## src/rtl/fts_pkg.sv

```systemverilog
package fts_pkg;

    typedef enum logic [1:0] {
        ST_DESEL = 2'd0,
        ST_READ  = 2'd1,
        ST_WRITE = 2'd2
    } fts_state_e;

endpackage

```

## src/rtl/fts_ctrl.sv

```systemverilog
module fts_ctrl
    import fts_pkg::*;
#(
    parameter int ADDR_W = 4,
    parameter int LANES  = 2,
    parameter int LANE_W = 9
) (
    input  logic                      clk,
    input  logic                      rst_n,
    input  logic [ADDR_W-1:0]         addr_i,
    input  logic [LANES*LANE_W-1:0]   wdata_i,
    input  logic                      ce_n_i,
    input  logic                      strobe_n_i,
    input  logic [LANES-1:0]          bwe_n_i,
    input  logic                      oe_n_i,
    output logic [ADDR_W-1:0]         addr_o,
    output logic [LANES*LANE_W-1:0]   wdata_o,
    output logic [LANES-1:0]          lane_we_o,
    output logic                      drive_o
);

    localparam logic [LANES-1:0] NO_WRITE = '1;

    fts_state_e               state_q;
    fts_state_e               state_d;
    logic [ADDR_W-1:0]        addr_q;
    logic [LANES-1:0]         bwe_n_q;
    logic [LANES*LANE_W-1:0]  wdata_q;
    logic                     wr_req;

    assign wr_req = (bwe_n_i != NO_WRITE);

    // Next-state decision
    always_comb begin
        state_d = state_q;
        if (!strobe_n_i) begin
            if (ce_n_i) begin
                state_d = ST_DESEL;
            end else begin
                state_d = wr_req ? ST_WRITE : ST_READ;
            end
        end else begin
            unique case (state_q)
                ST_DESEL: state_d = ST_DESEL;
                ST_READ,
                ST_WRITE: state_d = wr_req ? ST_WRITE : ST_READ;
                default:  state_d = ST_DESEL;
            endcase
        end
    end

    // State register and captured inputs
    always_ff @(posedge clk or negedge rst_n) begin
        if (!rst_n) begin
            state_q <= ST_DESEL;
            addr_q  <= '0;
            bwe_n_q <= NO_WRITE;
            wdata_q <= '0;
        end else begin
            state_q <= state_d;
            bwe_n_q <= bwe_n_i;
            wdata_q <= wdata_i;
            if (!strobe_n_i && !ce_n_i) begin
                addr_q <= addr_i;
            end
        end
    end

    // Outputs per state
    always_comb begin
        drive_o   = 1'b0;
        lane_we_o = '0;
        unique case (state_q)
            ST_DESEL: begin
                drive_o   = 1'b0;
                lane_we_o = '0;
            end
            ST_READ: begin
                drive_o   = !oe_n_i;
                lane_we_o = '0;
            end
            ST_WRITE: begin
                drive_o   = 1'b0;
                lane_we_o = ~bwe_n_q;
            end
            default: begin
                drive_o   = 1'b0;
                lane_we_o = '0;
            end
        endcase
    end

    assign addr_o  = addr_q;
    assign wdata_o = wdata_q;

endmodule

```

## src/rtl/fts_array.sv

```systemverilog
module fts_array #(
    parameter int ADDR_W = 4,
    parameter int LANES  = 2,
    parameter int LANE_W = 9
) (
    input  logic                      clk,
    input  logic [ADDR_W-1:0]         addr_i,
    input  logic [LANES*LANE_W-1:0]   wdata_i,
    input  logic [LANES-1:0]          lane_we_i,
    output logic [LANES*LANE_W-1:0]   rdata_o
);

    localparam int DEPTH = 1 << ADDR_W;

    for (genvar g = 0; g < LANES; g++) begin : g_lane
        logic [LANE_W-1:0] mem [DEPTH];

        always_ff @(posedge clk) begin
            if (lane_we_i[g]) begin
                mem[addr_i] <= wdata_i[g*LANE_W +: LANE_W];
            end
        end

        assign rdata_o[g*LANE_W +: LANE_W] = mem[addr_i];
    end

endmodule

```

## src/rtl/fts_sram.sv

```systemverilog
module fts_sram #(
    parameter int ADDR_W = 4,
    parameter int BYTE_W = 8,
    parameter int LANES  = 2
) (
    input  logic                            clk,
    input  logic                            rst_n,
    input  logic [ADDR_W-1:0]               addr_i,
    input  logic [LANES*(BYTE_W+1)-1:0]     wdata_i,
    input  logic                            ce_n_i,
    input  logic                            strobe_n_i,
    input  logic [LANES-1:0]                bwe_n_i,
    input  logic                            oe_n_i,
    output logic [LANES*(BYTE_W+1)-1:0]     rdata_o,
    output logic                            drive_o
);

    localparam int LANE_W = BYTE_W + 1;
    localparam int WORD_W = LANES * LANE_W;

    logic [ADDR_W-1:0] cur_addr;
    logic [WORD_W-1:0] cur_wdata;
    logic [LANES-1:0]  lane_we;
    logic [WORD_W-1:0] arr_rdata;

    fts_ctrl #(
        .ADDR_W (ADDR_W),
        .LANES  (LANES),
        .LANE_W (LANE_W)
    ) ctrl_i (
        .clk        (clk),
        .rst_n      (rst_n),
        .addr_i     (addr_i),
        .wdata_i    (wdata_i),
        .ce_n_i     (ce_n_i),
        .strobe_n_i (strobe_n_i),
        .bwe_n_i    (bwe_n_i),
        .oe_n_i     (oe_n_i),
        .addr_o     (cur_addr),
        .wdata_o    (cur_wdata),
        .lane_we_o  (lane_we),
        .drive_o    (drive_o)
    );

    fts_array #(
        .ADDR_W (ADDR_W),
        .LANES  (LANES),
        .LANE_W (LANE_W)
    ) array_i (
        .clk       (clk),
        .addr_i    (cur_addr),
        .wdata_i   (cur_wdata),
        .lane_we_i (lane_we),
        .rdata_o   (arr_rdata)
    );

    // Bus is released (zero) whenever not driven
    assign rdata_o = drive_o ? arr_rdata : '0;

endmodule

```

## config.mk

```make
export PLATFORM = sky130hd
export DESIGN_NAME = fts_sram
export DESIGN_NICKNAME = d
export VERILOG_FILES = /design/src/rtl/fts_pkg.sv /design/src/rtl/fts_ctrl.sv /design/src/rtl/fts_array.sv /design/src/rtl/fts_sram.sv
export SDC_FILE = /design/constraint.sdc
export NUM_CORES = 1
export LEC_CHECK = 0
export ABC_AREA = 1
export BUFFER_PORTS_ARGS = -buffer_cell sky130_fd_sc_hd__buf_2
export CAP_MARGIN = 20
export CORE_MARGIN = 2
export CORE_UTILIZATION = 25
export DETAILED_ROUTE_END_ITERATION = 8
export GPL_TIMING_DRIVEN = 1
export PLACE_DENSITY = 0.37
export SETUP_SLACK_MARGIN = 0.2
export SLEW_MARGIN = 40
export SYNTH_ARGS = -nofsm -noshare
export SYNTH_HDL_FRONTEND = slang
export SYNTH_SLANG_ARGS = --single-unit
```

## constraint.sdc

```tcl
create_clock -name clk -period 2.92 [get_ports clk]
set_input_delay 0.292 -clock clk [delete_from_list [all_inputs] [get_ports clk]]
set_output_delay 0.292 -clock clk [all_outputs]
set_load 0.05 [all_outputs]
```

* Yosys cells after proc, flatten, opt, wreduce, memory -nomap -nowiden
Memory sizes are Yosys's and may differ from the RTL's.
Cells that the tools add are included.
** Storage, ports and cells
- Logic and storage cells :: 26
- Bits in writable memories :: 288
- Register bits after elaboration :: 26
- Input port bits :: 29
- Memories :: 2
- Output and inout port bits :: 19
** Memory list
- array_i.g_lane[0].mem :: depth 16, bits a word 9, rd ports 1, clocked after Yosys merged registers in 0, write ports 1, line fts_array.sv:16 : logic [LANE_W-1:0] mem [DEPTH];
- array_i.g_lane[1].mem :: depth 16, bits a word 9, rd ports 1, clocked after Yosys merged registers in 0, write ports 1, line fts_array.sv:16
** Operators by class
- Eq/ne operators :: 3
- Mux-type cells :: 11
- Reductions and logical operators :: 5
- Bitwise gates (word level) :: 1
** Operator list (count)
- 18-bit 2-to-1 mux :: 1
- 2-bit 2-to-1 mux :: 5
- 1-bit 2-to-1 mux :: 5
- 1-bit zero test :: 3
- 2-bit by 1-bit equality test with 1-bit output (second input constant) :: 1
- 2-bit equality test (second input constant) :: 1
- 2-bit inequality test (second input constant) :: 1
- 2-bit inverter :: 1
- 2-bit OR reduction :: 1
- 1-bit logical AND :: 1

* Longest topological paths before layout
Gate-level depths: netlist (run 1).
- Depth after elaboration :: 4
- Gate-level depth with buffers :: 11
- Gate-level depth less buffers :: 9

* By module
From an unflattened synthesis (run 1), not the netlist that was laid out.
** Unflattened totals
- Cell total of the unflattened synthesis :: 1296
- Area total of the unflattened synthesis :: 13252.7 um2
** By module, submodules not included
- fts_array :: times used 1, sequential area each 8648.3 um2, cells an instance 1201, area each 12289.3 um2
- fts_ctrl :: times used 1, sequential area each 653.1 um2, cells an instance 57, area each 794.5 um2
- fts_sram :: times used 1, sequential area each 0.0 um2, cells an instance 38, area each 168.9 um2

* Worst setup path before layout (run 1)
Ideal clock, no wire load.
- Kind :: register to output
- Start :: reg ctrl_i.state_q[1]
- End :: out rdata_o[10]
- Cell stages (with the launch flop) :: 8
- Data required time :: 2628 ps
- Arrival time :: 2623 ps
- Path slack :: 5 ps
- Buffers on the path :: 1
- Path through :: dfrtp_1 > inv_1 > ha_1 > inv_1 > nor2_1 > clkinv_1 > clkbuf_1 > nor2_1
** Between the ends
- Cells in the longest elaborated chain, start to end :: 3
** RTL lines
- start, declared :: line fts_ctrl.sv:24 : fts_state_e state_q;
- start signal, assigned :: line fts_ctrl.sv:60 : state_q <= state_d;
- 2-bit by 1-bit equality test with 1-bit output :: line fts_ctrl.sv:73 : unique case (state_q)
- 1-bit 2-to-1 mux :: line fts_ctrl.sv:73
- net drive_o :: line fts_sram.sv:15 : output logic drive_o
- 18-bit 2-to-1 mux :: line fts_sram.sv:58 : assign rdata_o = drive_o ? arr_rdata : '0;
- end, declared :: line fts_sram.sv:14 : output logic [LANES*(BYTE_W+1)-1:0] rdata_o,
The timed path passes the listed nets, and every way through them passes these cells.

* Worst setup path after layout (run 1)
- Start :: reg ctrl_i.addr_q[0], in the netlist ctrl_i.addr_o[0]
- End :: out rdata_o[8]
** Between the ends
- Cells in the longest elaborated chain, start to end :: 2
** RTL lines
- start, declared :: line fts_ctrl.sv:26 : logic [ADDR_W-1:0] addr_q;
- start signal, assigned :: line fts_ctrl.sv:64 : addr_q <= addr_i;
- memory read 16 x 9 bit
- 18-bit 2-to-1 mux :: line fts_sram.sv:58
Every way passes these cells.

==> qor.yml, run 1 <==
final_layout:
  fin_area_mm2: 0.0161
  regArea_mm2: 0.00931
  diodes: 0
  multi_input_area_mm2: 0.00336
  drive_gt1_frac: 0.149
  fin_util: 0.313
  nFillCells: 5276
  area_delta_synth_final_pct: 23.5
  stdcell_count: 2065
  final_nets: 1392
synthesis:
  synth.avg_cell_area_um2: 10.5
  syn_inst: 1234
  synth_area_leaders: "edfxtp_1 66%, nand2_1 22%, dfrtp_1 4.6%, buf_4 1.3%, nor2_1 1.1%"
  synth_area_mm2: 0.0130
  synth.distinct_cells: 21
  yosys.area.top_type_share: 0.665
  synth_area_leader_cell: "edfxtp_1"
  ys_warn_count: 0
  synth_nets: 1265
  yosysSeqAreaShare: 0.715
  synth-seq-cells: 314
route:
  drc: 0
  via_per_inst: 4.14
  route.detailed.wl_per_inst_um: 17.9
  firstDrtPassIters: 5
  num_vias: 8546
  drt_iter0_markers: 438
  postRouteAntennaNets: 0
  wl_mm: 37.0
timing:
  rsz0062_at_grt: "yes"
  setup_violations: 0
  setup_tns_ps: 0
  finalCritPeriodShare: 0.907
  slew_violations: 0
  worstMarginPinSlew_ps: 830
  hold_violations: 0
  finalCriticalPeriod_ps: 2650
  relSlewSlack: 0.447
  max_freq_mhz: 377
  finalClockSkew_ps: 24.0
floorplanning:
  core_mm2: 0.0514
  io_pins: 48
  dieHeight_um: 232
  num_rows: 83
  die-area_mm2: 0.0539
  start_util: 0.253
  die_x_um: 232
grt:
  grt_pass1_wl_mm: 53.6
  grt_pass1_vias: 8357
  grt_overflow: 0
  grt_max_degree: 86
  antenna_found_initial: 1
  grt_util_all_layers: 0.133
hold_path:
  hold_depth: 3
  worst_hold_path.endpoint: "ctrl_i.state_q[0]"
  min_from: "strobe_n_i"
  worst_hold_path_type: "input pin to flip-flop"
placement:
  place_area_mm2: 0.0143
  port_buffers: 47
  place_congestion: 0.711
  post-place-cells: 1959
  dp_hpwl_mm: 21.2
worst_setup_path:
  criticalPathCategory: "flip-flop to primary output"
  cp.required_ps: 2630
  crit_chain: "buf_16 > nand2_1 > nand2_1 > nand2_1 > nand2_1 > nand2_1 > nand2_1 > nor2_1 > nor2_1 > buf_6"
  crit_path_start_kind: "flip-flop"
  cpMaxStageDelayCell: "dfrtp_4"
  end_kind: "primary output"
  reg2regPathDepth: 5
  worst-path-buf-inv: 2
  reg2reg_to: "array_i.g_lane[0].mem[9][0]"
  critPathArrivalTime_ps: 2360
  cp_max_fo: 31
  r2r_slack_ps: 650
  critical_path.most_common_cell: "nand2_1"
  cp.depth: 10
  r2r-start: "ctrl_i.addr_o[0]"
  critPathMaxStageDelay_ps: 560
  cp_top_family: "simple AND/OR/NAND/NOR gates"
cts:
  cts_root_buf: "clkbuf_16"
  clockBufferDepth: 3
  htreeDepth: 2
  cts_sinks: 314
  cts_tree: "built"
  clk_latency_ps: 530
  cts_buffers: 36
  clk_pin_slew_ps: 60
pwr:
  switchingPower_w: 0.00281
  finalPower_w: 0.0108
  irDropWorstVdd_mv: 0.364
  power_frac_clock: 0.403
  p_leak_nw: 6.59
  p_int_w: 0.00795
  power_frac_comb: 0.126
  p_per_area_mw_per_mm2: 670
  seqPwrFrac: 0.471
  swShare: 0.261
run:
  drv_cap: 0
status:
  status: "completed"
==> power groups by stage <==
stage               Combinational [W]  Sequential [W]  Clock, W
floorplan                    0.000790         0.00511         0
global placement              0.00121         0.00516         0
detailed placement            0.00120         0.00516         0
CTS                           0.00126         0.00507   0.00446
global route                  0.00152         0.00508   0.00463
finish                        0.00136         0.00507   0.00434
==> worst max-delay path by stage <==
stage | end | from | slack (ps)
finish | rdata_o[8] | ctrl_i.addr_o[0] | 270
global route | rdata_o[0] | ctrl_i.addr_o[0] | 150
CTS | rdata_o[15] | ctrl_i.addr_o[0] | 180
detailed placement | rdata_o[14] | ctrl_i.addr_o[0] | 630
global placement | rdata_o[17] | ctrl_i.addr_o[0] | 620
floorplan | rdata_o[10] | ctrl_i.state_q[1] | 5
==> layout make-up <==
type | instances | share of cell area
timing repair buffer | 142 | 0.0833
sequential | 314 | 0.579
clock buffer | 47 | 0.0632
timing repair inverter | 2 | 0.00109
multi-input combinational | 850 | 0.209
inverter | 15 | 0.00428
tap | 680 | 0.0530
clock inverter | 15 | 0.00678
==> placed cells by master, fill, tap and decap left out <==
cell           synthesis  layout
a21oi_1                2       2
nand2_1              765     762
nand2_2                3       6
buf_16                 0       3
o21ai_0                4       4
inv_1                  9       9
nor3_1                24      20
clkbuf_16              0      42
clkbuf_1               5       6
edfxtp_1             288     288
clkbuf_8               0       3
dfrtp_1               24      22
clkbuf_4               0       3
dfrtp_4                0       1
dlygate4sd3_1          0      25
buf_12                 0       6
clkinv_1               1       5
clkinv_8               0       2
ha_1                   2       2
buf_2                 24      29
nor2_4                 2       2
inv_6                  0       2
clkinv_2               0       8
buf_6                  2      14
nor2_2                 1       6
dfrtp_2                0       1
bufinv_16              0       1
buf_4                 22      57
dfstp_2                2       2
bufbuf_16              0       1
inv_2                  5       4
nor2_1                39      34
nor3_2                 8      12
clkinvlp_4             0       1
==> per-layer routing <==
| metal | wire [um] | GRT usage | part of all wire |
|---|---|---|---|
| met5 | 0 | 0 | 0 |
| met2 | 16500 | 0.205 | 0.45 |
| met1 | 18600 | 0.195 | 0.50 |
| met3 | 1120 | 0.0178 | 0.030 |
| met4 | 679 | 0.0355 | 0.018 |
==> synth_stat cells <==
| cell | instances |
|---|---|
| nand2_2 | 3 |
| nor2_2 | 1 |
| clkbuf_1 | 5 |
| clkinv_1 | 1 |
| buf_6 | 2 |
| dfstp_2 | 2 |
| nor2_4 | 2 |
| nor2_1 | 39 |
| inv_1 | 9 |
| edfxtp_1 | 288 |
| buf_2 | 24 |
| a21oi_1 | 2 |
| inv_2 | 5 |
| buf_1 | 2 |
| nor3_2 | 8 |
| buf_4 | 22 |
| ha_1 | 2 |
| nor3_1 | 24 |
| nand2_1 | 765 |
| dfrtp_1 | 24 |
| o21ai_0 | 4 |
==> logic make-up after synthesis <==
| family | Yosys count | share of synthesized area |
|---|---|---|
| buffers and inverters | 70 | 0.0300 |
| AO/OA/AOI/OAI | 6 | 0.00231 |
| AND/OR/NAND/NOR | 842 | 0.251 |
| adder cells (fa/ha/maj) | 2 | 0.00192 |
| flip-flops | 314 | 0.715 |
==> timing repair <==
item                                   CTS  global route
pin swaps                                0             3
resized for setup                       21            27
setup endpoints to repair               18            18
hold buffers                            25             0
cloned                                   1             8
buffers inserted                         0            10
endpoints found under the hold margin   50             0
==> worst reg2reg max path, delay by kind of cell (launching register included) <==
family        cells  cell delay [ps]
buf+inv           3              700
flops             1              560
simple gates      2              680
==> flip-flops by register name, summed over array words and instances, names as in the netlist <==
signal / cells
array_i.g_lane.mem: 288
ctrl_i.wdata_o: 18
ctrl_i.addr_o: 4
ctrl_i.bwe_n_q: 2
ctrl_i.state_q: 2
==> metrics by stage <==
stage	hold slack, ps	setup slack (ps)
2_1_floorplan	-3.59	4.92
3_3_place_gp	380	623
3_5_place_dp	383	627
4_1_cts	17.7	176
5_1_grt	46.0	154
6_report	36.6	270
(Power assumes the default switching activity.)
==> inputs of run 2 (changes only) <==
- clock period: 2.92 -> 2.97 ns (I/O delays scaled with it)
==> qor.yml, run 2 (synthesized netlist as in run 1, its figures left out) <==
timing:
  max_freq_mhz: 377
  setup_tns_ps: 0
  setup_violations: 0
  rsz0062_at_grt: "yes"
  relSlewSlack: 0.492
  worstMarginPinSlew_ps: 759
  hold_violations: 0
  whs_ps: 57.7
  slew_violations: 0
  finalCritPeriodShare: 0.894
  finalClockSkew_ps: 24.3
  finalCriticalPeriod_ps: 2650
pwr:
  p_leak_nw: 6.60
  power_frac_clock: 0.422
  power_frac_comb: 0.118
  swShare: 0.255
  switchingPower_w: 0.00276
  seqPwrFrac: 0.460
  irDropWorstVdd_mv: 0.359
  p_int_w: 0.00806
  p_per_area_mw_per_mm2: 676
final_layout:
  largest_register_ffs: 288
  layout_commonest_cell: "nand2_1"
  fin_util: 0.311
  drive_gt1_frac: 0.146
  top_register: "array_i.g_lane.mem"
  final_cell_mix: "765 x nand2_1, 288 x edfxtp_1, 60 x buf_4"
  diodes: 0
  stdcell_count: 2066
  area_delta_synth_final_pct: 23.0
  fin_area_mm2: 0.0160
  final_nets: 1388
grt:
  met3_usage: 0.0187
  use_met1: 0.206
  grt_max_degree: 71
  grt_util_met2: 0.205
  grt_pass1_vias: 8297
  antenna_found_initial: 0
  grt_pass1_wl_mm: 54.7
  grt_overflow: 0
  grt_util_all_layers: 0.137
  globalRoute.busiestLayer: "met1"
worst_setup_path:
  cp_max_fo: 35
  cp.depth: 11
  critPathArrivalTime_ps: 2360
  cp.required_ps: 2670
  end_kind: "primary output"
  criticalPathCategory: "flip-flop to primary output"
  reg2regPathDepth: 5
  crit_path_start_kind: "flip-flop"
  cp_top_family: "buffers and inverters"
  cpMaxStageDelayCell: "dfrtp_4"
  crit_chain: "buf_4 > clkbuf_16 > nand2_1 > nand2_1 > nand2_1 > nand2_1 > nand2_1 > nand2_1 > nor2_1 > nor2_1 > buf_2"
  worst-path-buf-inv: 3
  critPathMaxStageDelay_ps: 510
  critical_path.most_common_cell: "nand2_1"
placement:
  post-place-cells: 1959
  port_buffers: 47
  place_area_mm2: 0.0143
  dp_hpwl_mm: 21.7
  place_congestion: 0.724
hold_path:
  worst_hold_path_type: "input pin to flip-flop"
  hold_depth: 3
floorplanning:
  start_util: 0.253
  dieHeight_um: 232
  die_x_um: 232
  num_rows: 83
  die-area_mm2: 0.0539
  core_mm2: 0.0514
  io_pins: 48
cts:
  htreeDepth: 2
  cts_sinks: 314
  clk_latency_ps: 530
  clk_pin_slew_ps: 60
  cts_buffers: 37
  cts_tree: "built"
  cts_root_buf: "clkbuf_16"
  clockBufferDepth: 3
status:
  status: "completed"
route:
  route.detailed.wl_per_inst_um: 17.7
  postRouteAntennaNets: 0
  drt_iter0_markers: 437
  firstDrtPassIters: 5
  wl_mm: 36.5
  num_vias: 8492
  drc: 0
  via_per_inst: 4.11
run:
  drv_cap: 0
-- run 2: cell count changes in the layout (fill, tap and decap cells not counted), sizes merged --
cell,change
buf,+1
clkinv,+1
clkbuf,-1
dlygate4sd3,-1
bufinv,+2
clkinvlp,-1
-- run 2: tightest hold or removal path, delay by kind of cell --
family | cells | cell delay, ps
compound gates | 1 | 70
buf+inv | 1 | 90
simple gates | 1 | 80
-- run 2: path summary, 6_finish.rpt --
path                             startpoint                          end  slack (ps)
max in group asynchronous             rst_n            ctrl_i.bwe_n_q[1]        2330
hold reg to reg            ctrl_i.addr_o[2]             ctrl_i.addr_o[2]         730
min in group asynchronous             rst_n            ctrl_i.wdata_o[3]         160
hold / removal                   strobe_n_i            ctrl_i.state_q[0]          60
setup reg to reg           ctrl_i.addr_o[0]  array_i.g_lane[1].mem[0][7]         790
setup / recovery           ctrl_i.addr_o[0]                  rdata_o[14]         320
-- run 2: power by group through the flow --
stage / logic [W] / clock network, W / registers, W
2_1_floorplan: 0.000777 / 0 / 0.00502
3_3_place_gp: 0.00118 / 0 / 0.00507
3_5_place_dp: 0.00118 / 0 / 0.00507
4_1_cts: 0.00124 / 0.00469 / 0.00498
5_1_grt: 0.00144 / 0.00485 / 0.00500
6_report: 0.00128 / 0.00456 / 0.00498
-- run 2: metal layers --
layer,part of all wire,wire (um)
met5,0,0
met4,0.018,654
met3,0.032,1170
met2,0.44,15900
met1,0.51,18800
-- run 2: stage by stage --
step           power (W)  setup slack [ps]
2_1_floorplan    0.00580              49.9
3_3_place_gp     0.00626               590
3_5_place_dp     0.00625               571
4_1_cts           0.0109               152
5_1_grt           0.0113               160
6_report          0.0108               315
-- run 2: cell type report --
cell class              instances  area [um^2]
clock buffers                  50         1060
clock inverters                18          163
fillers                      5258        35400
inverters                      15         70.1
multi-input cells             850         3350
flip-flops and latches        314         9310
well taps                     680          851
repair buffers                138         1200
repair inverters                1         8.76
-- run 2: what timing repair did --
| action | CTS | global route |
|---|---|---|
| resized for setup | 16 | 13 |
| pin swaps | 0 | 1 |
| endpoints found under the setup margin | 18 | 16 |
| hold buffers | 24 | 0 |
| setup buffers | 0 | 10 |
| endpoints found under the hold margin | 49 | 0 |
| gates cloned | 1 | 3 |
==> inputs of run 3 (changes only) <==
- clock period: 2.97 -> 2.7 ns (I/O delays scaled with it)
==> qor.yml, run 3 (synthesized netlist as in run 1, its figures left out) <==
cts:
  clk_latency_ps: 530
  clk_pin_slew_ps: 60
  clockBufferDepth: 3
  cts_root_buf: "clkbuf_16"
  cts_tree: "built"
  cts_buffers: 37
  cts_sinks: 314
  htreeDepth: 2
placement:
  dp_hpwl_mm: 20.8
  post-place-cells: 1955
  place_congestion: 0.686
  place_area_mm2: 0.0143
  dpl_worst_slack_ps: 505
  port_buffers: 47
pwr:
  irDropWorstVdd_mv: 0.384
  p_leak_nw: 6.97
  finalPower_w: 0.0124
  p_per_area_mw_per_mm2: 724
floorplanning:
  io_pins: 48
  die_x_um: 232
  dieHeight_um: 232
  start_util: 0.253
  num_rows: 83
  core_mm2: 0.0514
  die-area_mm2: 0.0539
final_layout:
  diodes: 0
  final_cell_mix: "703 x nand2_1, 288 x edfxtp_1, 61 x nand2_2"
  final_nets: 1417
  fin_area_mm2: 0.0171
  largest_register_ffs: 288
  layout_commonest_cell: "nand2_1"
  drive_gt1_frac: 0.219
  multi_input_area_mm2: 0.00358
  top_register: "array_i.g_lane.mem"
  nFillCells: 5170
  regArea_mm2: 0.00931
  stdcell_count: 2094
  area_delta_synth_final_pct: 31.2
worst_setup_path:
  critical_path.most_common_cell: "nand2_1"
  r2r_slack_ps: 420
  critPathMaxStageDelay_ps: 550
  cp_max_fo: 9
  critPathArrivalTime_ps: 2300
  cp_top_family: "buffers and inverters"
  reg2reg_to: "array_i.g_lane[0].mem[4][5]"
  criticalPathCategory: "flip-flop to primary output"
  crit_chain: "buf_12 > buf_12 > buf_16 > nand2_1 > nand2_1 > nand2_1 > nand2_1 > nand2_1 > nand2_1 > nor2_2 > nor2_1 > buf_6"
  r2r-start: "ctrl_i.addr_o[0]"
  cpMaxStageDelayCell: "dfrtp_4"
  end_kind: "primary output"
  reg2regPathDepth: 7
  crit_path_start_kind: "flip-flop"
  cp.required_ps: 2430
  worst-path-buf-inv: 4
timing:
  rsz0062_at_grt: "yes"
  hold_violations: 0
  setup_ws_ps: 133
  finalClockSkew_ps: 12.2
  worstMarginPinSlew_ps: 803
  finalCriticalPeriod_ps: 2570
  max_freq_mhz: 390
  setup_tns_ps: 0
  slew_violations: 0
  finalCritPeriodShare: 0.951
  relSlewSlack: 0.465
  setup_violations: 0
route:
  drc: 0
  postRouteAntennaNets: 0
  wl_mm: 39.4
  route.detailed.wl_per_inst_um: 18.8
  firstDrtPassIters: 4
  drt_iter0_markers: 537
  num_vias: 8778
  via_per_inst: 4.19
grt:
  antenna_found_initial: 0
  grt_max_degree: 75
  grt_util_all_layers: 0.146
  grt_pass1_wl_mm: 57.6
  grt_pass1_vias: 8533
  grt_overflow: 0
hold_path:
  min_from: "addr_i[0]"
  worst_hold_path.endpoint: "ctrl_i.addr_o[0]"
  hold_depth: 3
  worst_hold_path_type: "input pin to flip-flop"
run:
  drv_cap: 0
status:
  status: "completed"
## run 3: worst min-delay path: cells and delay by family
kind                   cells  cell delay [ps]
AND/OR/NAND/NOR            1               50
buffers and inverters      1               80
AO/OA/AOI/OAI              1              100
## run 3: worst max-delay path by stage
stage / slack, ps / depth (start not counted) / endpoint / from
6_report: 130 / 12 / rdata_o[5] / ctrl_i.addr_o[0]
5_1_grt: 40 / 12 / rdata_o[15] / ctrl_i.addr_o[0]
4_1_cts: 80 / 11 / rdata_o[15] / ctrl_i.addr_o[0]
3_5_place_dp: 510 / 11 / rdata_o[17] / ctrl_i.addr_o[0]
3_3_place_gp: 470 / 11 / rdata_o[17] / ctrl_i.addr_o[0]
2_1_floorplan: 250 / 7 / rdata_o[10] / ctrl_i.state_q[1]
## run 3: report_power, final
part           leakage, nW  switching, W  internal [W]
combinational         3.49       0.00115      0.000777
clock                0.592       0.00198       0.00296
sequential            2.89      0.000107       0.00538
total                 6.97       0.00324       0.00912
## run 3: per-layer routing
metal | GRT usage | up-vias | share of wire
met3 | 0.0187 | 44 | 0.026
met2 | 0.228 | 128 | 0.45
li1 | - | 4337 | -
met4 | 0.0337 | 0 | 0.015
met1 | 0.215 | 4269 | 0.50
met5 | 0 | - | 0
## run 3: layout make-up
type | instances | area share
Timing Repair Buffer | 167 | 0.121
Sequential cell | 314 | 0.545
Timing Repair inverter | 1 | 0.00117
Clock inverter | 15 | 0.00711
Inverter | 15 | 0.00403
Clock buffer | 52 | 0.0629
Tap cell | 680 | 0.0498
Multi-Input combinational cell | 850 | 0.209
## run 3: metrics by stage
step | utilization | hold WS, ps
finish | 0.332 | 14.4
detailed placement | 0.278 | 373
global placement | 0.278 | 368
floorplan | - | -25.6
CTS | 0.324 | 0.425
global route | 0.332 | 25.7
## run 3: repair_timing
| action | 4_1_cts | 5_1_grt |
|---|---|---|
| resized for setup | 93 | 73 |
| gates cloned | 16 | 8 |
| pin swaps | 23 | 46 |
| hold endpoints to repair | 49 | 0 |
| hold buffers | 25 | 0 |
| buffers inserted | 18 | 5 |
| endpoints found under the setup margin | 18 | 18 |
